**src/rtl/dlw_pkg.sv**
```systemverilog
// Package: shared word-kind encoding and tag codes for the download decoder.
// Assumes a two-bit tag sitting directly above the payload byte.
package dlw_pkg;
    typedef enum logic [2:0] {
        WK_IDLE   = 3'd0,
        WK_FILLER = 3'd1,
        WK_BAD    = 3'd2,
        WK_ADDR   = 3'd3,
        WK_CMD    = 3'd4,
        WK_DATA   = 3'd5
    } word_kind_e;

    localparam logic [1:0] TAG_ADDR = 2'b01;
    localparam logic [1:0] TAG_DATA = 2'b10;
    localparam logic [1:0] TAG_CMD  = 2'b11;
endpackage

```
**src/rtl/dlw_classifier.sv**
```systemverilog
// Module: dlw_classifier
// Purely combinational decode of one strobed word into a kind plus payload.
// Assumes the tag occupies the two bits just above the payload, and that any
// bits above the tag must be zero. The filler check is done first.
module dlw_classifier
    import dlw_pkg::*;
#(
    parameter int              WORD_W    = 16,
    parameter int              PAYLOAD_W = 8,
    parameter logic [WORD_W-1:0] FILLER  = 16'hAAAA
) (
    input  logic                 wr_en,
    input  logic [WORD_W-1:0]    word,
    output word_kind_e           kind,
    output logic [PAYLOAD_W-1:0] payload
);
    localparam int TAG_LSB = PAYLOAD_W;
    localparam int HI_LSB  = PAYLOAD_W + 2;

    logic       upper_clear;
    logic [1:0] tag;

    assign tag     = word[TAG_LSB +: 2];
    assign payload = word[PAYLOAD_W-1:0];

    // Upper-bit check exists only when the word is wider than tag plus payload.
    generate
        if (WORD_W > HI_LSB) begin : g_upper
            assign upper_clear = (word[WORD_W-1:HI_LSB] == '0);
        end else begin : g_no_upper
            assign upper_clear = 1'b1;
        end
    endgenerate

    // Decide the word kind, filler first, then format, then tag.
    always_comb begin
        kind = WK_IDLE;
        if (wr_en) begin
            if (word == FILLER) begin
                kind = WK_FILLER;
            end else if (!upper_clear) begin
                kind = WK_BAD;
            end else begin
                unique case (tag)
                    TAG_ADDR: kind = WK_ADDR;
                    TAG_CMD:  kind = WK_CMD;
                    TAG_DATA: kind = WK_DATA;
                    default:  kind = WK_BAD;
                endcase
            end
        end
    end
endmodule

```
**src/rtl/dlw_context.sv**
```systemverilog
// Module: dlw_context
// Holds the card, region and command context updated by address and command
// words. Assumes the card field is the upper CARD_W bits of the address byte.
module dlw_context
    import dlw_pkg::*;
#(
    parameter int PAYLOAD_W = 8,
    parameter int CARD_W    = 4,
    localparam int REGION_W = PAYLOAD_W - CARD_W
) (
    input  logic                 clk,
    input  logic                 rst_n,
    input  word_kind_e           kind,
    input  logic [PAYLOAD_W-1:0] payload,
    output logic [CARD_W-1:0]    card,
    output logic [REGION_W-1:0]  region,
    output logic [PAYLOAD_W-1:0] cmd
);
    // Latch the address fields on an address word.
    always_ff @(posedge clk) begin
        if (!rst_n) begin
            card   <= '0;
            region <= '0;
        end else if (kind == WK_ADDR) begin
            card   <= payload[PAYLOAD_W-1 -: CARD_W];
            region <= payload[REGION_W-1:0];
        end
    end

    // Latch the command byte on a command word.
    always_ff @(posedge clk) begin
        if (!rst_n) begin
            cmd <= '0;
        end else if (kind == WK_CMD) begin
            cmd <= payload;
        end
    end
endmodule

```
**src/rtl/dlw_txn_out.sv**
```systemverilog
// Module: dlw_txn_out
// Registers the outgoing transaction and the format-error pulse.
// Assumes the context inputs still hold the values from before the current
// word; a data word never changes them.
module dlw_txn_out
    import dlw_pkg::*;
#(
    parameter int PAYLOAD_W = 8,
    parameter int CARD_W    = 4,
    localparam int REGION_W = PAYLOAD_W - CARD_W
) (
    input  logic                 clk,
    input  logic                 rst_n,
    input  word_kind_e           kind,
    input  logic [PAYLOAD_W-1:0] payload,
    input  logic [CARD_W-1:0]    ctx_card,
    input  logic [REGION_W-1:0]  ctx_region,
    input  logic [PAYLOAD_W-1:0] ctx_cmd,
    output logic                 txn_valid,
    output logic [CARD_W-1:0]    txn_card,
    output logic [REGION_W-1:0]  txn_region,
    output logic [PAYLOAD_W-1:0] txn_cmd,
    output logic [PAYLOAD_W-1:0] txn_data,
    output logic                 fmt_err
);
    // One-cycle strobes for a transaction and for a dropped malformed word.
    always_ff @(posedge clk) begin
        if (!rst_n) begin
            txn_valid <= 1'b0;
            fmt_err   <= 1'b0;
        end else begin
            txn_valid <= (kind == WK_DATA);
            fmt_err   <= (kind == WK_BAD);
        end
    end

    // Capture the transaction fields on a data word.
    always_ff @(posedge clk) begin
        if (!rst_n) begin
            txn_card   <= '0;
            txn_region <= '0;
            txn_cmd    <= '0;
            txn_data   <= '0;
        end else if (kind == WK_DATA) begin
            txn_card   <= ctx_card;
            txn_region <= ctx_region;
            txn_cmd    <= ctx_cmd;
            txn_data   <= payload;
        end
    end
endmodule

```
**src/rtl/dl_word_decoder.sv**
```systemverilog
// Module: dl_word_decoder
// Top of the download word decoder: classify, update context, emit.
// Assumes one word per strobed cycle. The outputs lag the input word by one clock.
module dl_word_decoder
    import dlw_pkg::*;
#(
    parameter int                WORD_W    = 16,
    parameter int                PAYLOAD_W = 8,
    parameter int                CARD_W    = 4,
    parameter logic [WORD_W-1:0] FILLER    = 16'hAAAA,
    localparam int               REGION_W  = PAYLOAD_W - CARD_W
) (
    input  logic                 clk,
    input  logic                 rst_n,
    input  logic                 wr_en,
    input  logic [WORD_W-1:0]    wr_word,
    output logic                 txn_valid,
    output logic [CARD_W-1:0]    txn_card,
    output logic [REGION_W-1:0]  txn_region,
    output logic [PAYLOAD_W-1:0] txn_cmd,
    output logic [PAYLOAD_W-1:0] txn_data,
    output logic                 fmt_err
);
    word_kind_e           kind;
    logic [PAYLOAD_W-1:0] payload;
    logic [CARD_W-1:0]    ctx_card;
    logic [REGION_W-1:0]  ctx_region;
    logic [PAYLOAD_W-1:0] ctx_cmd;

    dlw_classifier #(
        .WORD_W(WORD_W), .PAYLOAD_W(PAYLOAD_W), .FILLER(FILLER)
    ) cls_i (
        .wr_en(wr_en), .word(wr_word), .kind(kind), .payload(payload)
    );

    dlw_context #(
        .PAYLOAD_W(PAYLOAD_W), .CARD_W(CARD_W)
    ) ctx_i (
        .clk(clk), .rst_n(rst_n), .kind(kind), .payload(payload),
        .card(ctx_card), .region(ctx_region), .cmd(ctx_cmd)
    );

    dlw_txn_out #(
        .PAYLOAD_W(PAYLOAD_W), .CARD_W(CARD_W)
    ) out_i (
        .clk(clk), .rst_n(rst_n), .kind(kind), .payload(payload),
        .ctx_card(ctx_card), .ctx_region(ctx_region), .ctx_cmd(ctx_cmd),
        .txn_valid(txn_valid), .txn_card(txn_card), .txn_region(txn_region),
        .txn_cmd(txn_cmd), .txn_data(txn_data), .fmt_err(fmt_err)
    );
endmodule

```
**config.mk**
```make
export PLATFORM = sky130hd
export DESIGN_NAME = dl_word_decoder
export DESIGN_NICKNAME = d
export VERILOG_FILES = /design/src/rtl/dlw_pkg.sv /design/src/rtl/dlw_classifier.sv /design/src/rtl/dlw_context.sv /design/src/rtl/dlw_txn_out.sv /design/src/rtl/dl_word_decoder.sv
export SDC_FILE = /design/constraint.sdc
export NUM_CORES = 1
export LEC_CHECK = 0
export ABC_AREA = 1
export ABC_CLOCK_PERIOD_IN_PS = 3500
export BUFFER_PORTS_ARGS = -buffer_cell sky130_fd_sc_hd__buf_2
export CORE_MARGIN = 2
export CORE_UTILIZATION = 33
export CTS_BUF_LIST = sky130_fd_sc_hd__clkbuf_4 sky130_fd_sc_hd__clkbuf_8
export CTS_CLUSTER_DIAMETER = 120
export CTS_CLUSTER_SIZE = 24
export DETAILED_ROUTE_END_ITERATION = 12
export PLACE_DENSITY = 0.54
export SLEW_MARGIN = 20
export SYNTH_ARGS = -nofsm -noshare
export SYNTH_HDL_FRONTEND = slang
export SYNTH_SLANG_ARGS = --single-unit
export TNS_END_PERCENT = 50
```
**constraint.sdc**
```tcl
create_clock -name clk -period 3.5 [get_ports clk]
set_input_delay 0.35 -clock clk [delete_from_list [all_inputs] [get_ports clk]]
set_output_delay 0.35 -clock clk [all_outputs]
set_load 0.05 [all_outputs]
```
; Yosys cells after proc, flatten, opt, wreduce, memory -nomap -nowiden
; Index checks and enable logic that the tools add are counted.
[classes]
n_eq_ne = 8
n_mux = 4
n_reduce_logical = 1
[op_table]
columns = cell, n
row1 = $eq 16x16->1 const B, 1
row2 = $mux 3, 3
row3 = $pmux 3 s3, 1
row4 = $eq 3x2->1 const B, 2
row5 = $eq 3x3->1 const B, 2
row6 = $logic_not 6->1, 1
row7 = $eq 2x2->1 const B, 2
row8 = $eq 2x1->1 const B, 1
[totals]
inputBits = 19
output_inout_bits = 26
register_bits = 42
wordCells = 22

; Depth between registers and ports, before layout
[logic_depth]
depth_word = 6
depth_mapped = 12
ltp_nobuf = 11

; Cells and area by module
; A second synthesis with hierarchy kept.
[unflattened]
cells_unflattened = 308
hier_area_um2 = 2042.0
[by_module_without_submodules]
columns = module, cells_each, instances, area_each_um2, seq_area_each_um2
row1 = dlw_txn_out, 160, 1, 1053.5, 520.5
row2 = dlw_context, 105, 1, 732.0, 320.3
row3 = dlw_classifier, 43, 1, 256.5, 0.0

; Worst setup path after synthesis
; OpenSTA, ideal clock, no wires.
[synth_timing]
path_type = input -> register
start = input port wr_word[8]
end = register out_i.txn_card[0]
t_arrival_ns = 1.494
setup_time_ns = 0.112
required_time_ns = 3.388
path_buffers = 2
path_stages = 10
slack_ns = 1.894
cell_sequence = inv_1 > ha_1 > nor2_1 > or2_1 > nor2_4 > nand4_4 > buf_8 > buf_8 > nor2_2 > nor2_1
[synth_via]
elab_chain_cells = 6
word_cells_on_any_way = 9
classes_between = eq/ne: 5 / mux: 4
[synth_lines]
columns = element, line_no
row1 = from (decl), dl_word_decoder.sv:16  ; input logic [WORD_W-1:0] wr_word,
row2 = $eq 2x2->1 / $eq 2x1->1 (equally long branches), dlw_classifier.sv:44  ; unique case (tag)
row3 = $pmux 3 s3, dlw_classifier.sv:44
row4 = $mux 3, dlw_classifier.sv:41  ; end else if (!upper_clear) begin
row5 = $mux 3 *, dlw_classifier.sv:39  ; if (word == FILLER) begin
row6 = $mux 3 *, dlw_classifier.sv:38  ; if (wr_en) begin
row7 = $eq 3x3->1 *, dlw_txn_out.sv:44  ; end else if (kind == WK_DATA) begin
row8 = to (signal assigned), dlw_txn_out.sv:45  ; txn_card <= ctx_card;
row9 = to (decl), dlw_txn_out.sv:20  ; output logic [CARD_W-1:0] txn_card,
; Mark *: on every way between the ends. The rest lies on a longest branch, timed or not.
; A chain may end at the register's enable or synchronous reset.

; Final worst setup path
[layout_timing]
start = input port wr_word[8]
end = register out_i.txn_data[1]
[layout_via]
elab_chain_cells = 6
word_cells_on_any_way = 9
classes_between = eq/ne: 5 / mux: 4
[layout_lines]
columns = element, line_no
row1 = $eq 2x2->1 / $eq 2x1->1 (equally long branches), dlw_classifier.sv:44
row2 = $pmux 3 s3, dlw_classifier.sv:44
row3 = $mux 3, dlw_classifier.sv:41
row4 = $mux 3 *, dlw_classifier.sv:39
row5 = $mux 3 *, dlw_classifier.sv:38
row6 = $eq 3x3->1 *, dlw_txn_out.sv:44
row7 = to (signal assigned), dlw_txn_out.sv:48  ; txn_data <= payload;
row8 = to (decl), dlw_txn_out.sv:23  ; output logic [PAYLOAD_W-1:0] txn_data,
; Marked as above.

==> results.toml <==
[outcome]
status = "complete, no violations"

[logic_synthesis]
ys_warn_count = 0
synth_area_mm2 = 0.00199
synthXorXnorAreaFrac_pct = 0
synthMuxAreaShare_pct = 0
synth-compound-area-share_pct = 0.377
synth_simple_gate_area_share_pct = 41.2
ys_ff_latch = 42
syn-instance-count = 302
synth_fa_ha_area_share_pct = 2.51
syn-num-nets = 325
synth_top_family_by_area = "simple AND/OR/NAND/NOR gates"
synthDistinctLibCells = 19
synth-seq-area-share_pct = 42.2
avgSynthCellArea_um2 = 6.59

[clock_tree]
clockBufferDepth = 2
root_buffer = "clkbuf_8"
cts_hold_buf = 0
cts.repair.resized = 0
path_clk_slew_ns = 0.08
tritoncts = "built"
clock_latency_ns = 0.29
post-cts-setup-buffers = 0
cts_buffers = 5
htree_levels = 2
clock_sinks = 42

[floorplan]
coreArea_mm2 = 0.00589
rows = 28
chipHeight_um = 81.7
start_util_pct = 33.8
die_area_mm2 = 0.00667
io_pins = 45
fp.dieW_um = 81.7

[placed_design]
place_hpwl_mm = 2.59
place_congestion = 0.718
place_area_mm2 = 0.00222
port_buffers = 44

[setup_path]
slowest_stage = "nand4_4"
startpoint_type = "input pin"
criticalPathCategory = "input pin to flop"
critPathBufInv = 2
end_kind = "flop"
cp.required_ns = 3.68
crit_chain = "buf_2 -> inv_1 -> ha_1 -> nor2_1 -> or2_1 -> nor2_4 -> nand4_4 -> nor2_1 -> nor2_1"
slowest_delay_ns = 0.56
worst-path-max-fanout = 49
crit_family = "simple AND/OR/NAND/NOR gates"
worstPathArrival_ns = 2.13
cpMostUsedCell = "nor2_1"

[timing]
whs_ns = 0.350
clock.fmax_mhz = 513
finalCriticalPeriod_ns = 1.95
period_share_pct = 55.7
slew_headroom_pct = 49.7
finalMaxSlewViolations = 0
setup_viol = 0
worstMarginPinSlew_ns = 0.755
tns_ns = 0
fin_skew_ns = 0.00562
rsz0062_at_grt = "no"
finalHoldViolCount = 0

[finish]
final_core_utilization_pct = 39.4
fillers = 644
diodes = 0
final_cell_area_mm2 = 0.00232
final_cell_mix = "91 x nand2_1, 80 x nor2_1, 51 x inv_1, 44 x buf_2, 42 x dfxtp_1"
layout_commonest_cell = "nand2_1"
fin_nets = 364
final_layout_size_suffix_gt1_share_pct = 19.9
area_growth_pct = 16.5

[pwr]
finalPower_mw = 0.851
power_density_mw_per_mm2 = 367
total_leakage_power_nw = 1.41
ir_drop_uv = 165

[grt]
grtUsageTotal_pct = 12.4
grt_max_degree = 50
antenna_found_initial = 0
grt_pass1_vias = 1481
grt_pass1_wl_mm = 6.44
grt_overflow_total = 0

[route]
drt_wl_total_mm = 3.85
via_count = 1670
drtIter0Drc = 81
wl_per_cell_um = 9.24
drc_errors = 0
via_per_inst = 4.00
drtPass1Iterations = 4
final_antenna_net_count = 0

[min_path]
hold_class = "input pin to flop"

[flow_run]
cap_violations = 0
-- tightest hold or removal path, cell delays in order --
cell and delay, ns:
buf_2 0.13, nor2_2 0.05, nor2_1 0.08
-- registers in the layout, indices dropped and copies added (netlist names) --
register          cells
out_i.txn_region      4
out_i.txn_cmd         8
out_i.txn_valid       1
out_i.fmt_err         1
ctx_i.card            4
ctx_i.cmd             8
ctx_i.region          4
out_i.txn_card        4
out_i.txn_data        8
-- metrics by stage --
step / cells / setup WS (ns)
3_5_place_dp: 409 / 1.23
4_1_cts: 417 / 1.54
3_3_place_gp: 409 / 1.29
5_1_grt: 417 / 1.31
2_1_floorplan: 302 / 1.89
6_report: 417 / 1.55
-- per-layer routing --
layer / wire length, um / up-vias / GRT usage (%)
met2: 1730 / 28 / 21.3
met3: 155 / 4 / 2.75
li1: - / 942 / -
met4: 44 / 0 / 4.50
met5: 0 / - / 0
met1: 1920 / 696 / 15.2
-- final cells by class --
cell class | count | area [um^2] | share of cell area [%]
clock buffers | 7 | 90.1 | 3.88
clock inverters | 1 | 5.00 | 0.216
multi-input cells | 197 | 878 | 37.9
inverters | 51 | 191 | 8.25
repair buffers | 44 | 220 | 9.49
flip-flops and latches | 42 | 841 | 36.2
well taps | 75 | 93.8 | 4.05
-- cells in the mapped netlist (all sizes together) --
master | instances | area, um^2
nand2 | 92 | 353
nor2 | 92 | 385
inv | 51 | 191
dfxtp | 42 | 841
buf | 8 | 65.1
clkbuf | 4 | 15.0
ha | 4 | 50.1
nand4 | 4 | 61.3
nand3 | 3 | 15.0
a211oi | 1 | 7.51
or2 | 1 | 6.26
-- cells by family (layout without fill, tap and decap cells) --
| family | count (synthesis) | in the layout |
|---|---|---|
| AOI/OAI and AO/OA | 1 | 1 |
| adders and majority gates | 4 | 4 |
| buffers and inverters | 63 | 103 |
| and+or+nand+nor | 192 | 192 |
| DFF | 42 | 42 |
-- power breakdown --
| group | internal, mW | switching (mW) | total [mW] | leakage, nW |
|---|---|---|---|---|
| combinational | 0.0136 | 0.0302 | 0.0438 | 1.02 |
| sequential | 0.479 | 0.000534 | 0.479 | 0.338 |
| clock | 0.167 | 0.161 | 0.328 | 0.0517 |
| total | 0.659 | 0.192 | 0.851 | 1.41 |
-- worst paths after layout --
check,start,endpoint,slack (ns),cells past startpoint
worst max-delay path,wr_word[8],out_i.txn_data[1]$_SDFFE_PN0N_,1.55,9
worst max register to register,ctx_i.region[1]$_SDFFE_PN0N_,ctx_i.region[1]$_SDFFE_PN0N_,2.80,4
worst min register to register,ctx_i.cmd[6]$_SDFFE_PN0N_,out_i.txn_cmd[6]$_SDFFE_PN0N_,0.49,2
worst min-delay path,wr_word[7],out_i.txn_data[7]$_SDFFE_PN0N_,0.35,3
Power figures use the tool's default switching activity.
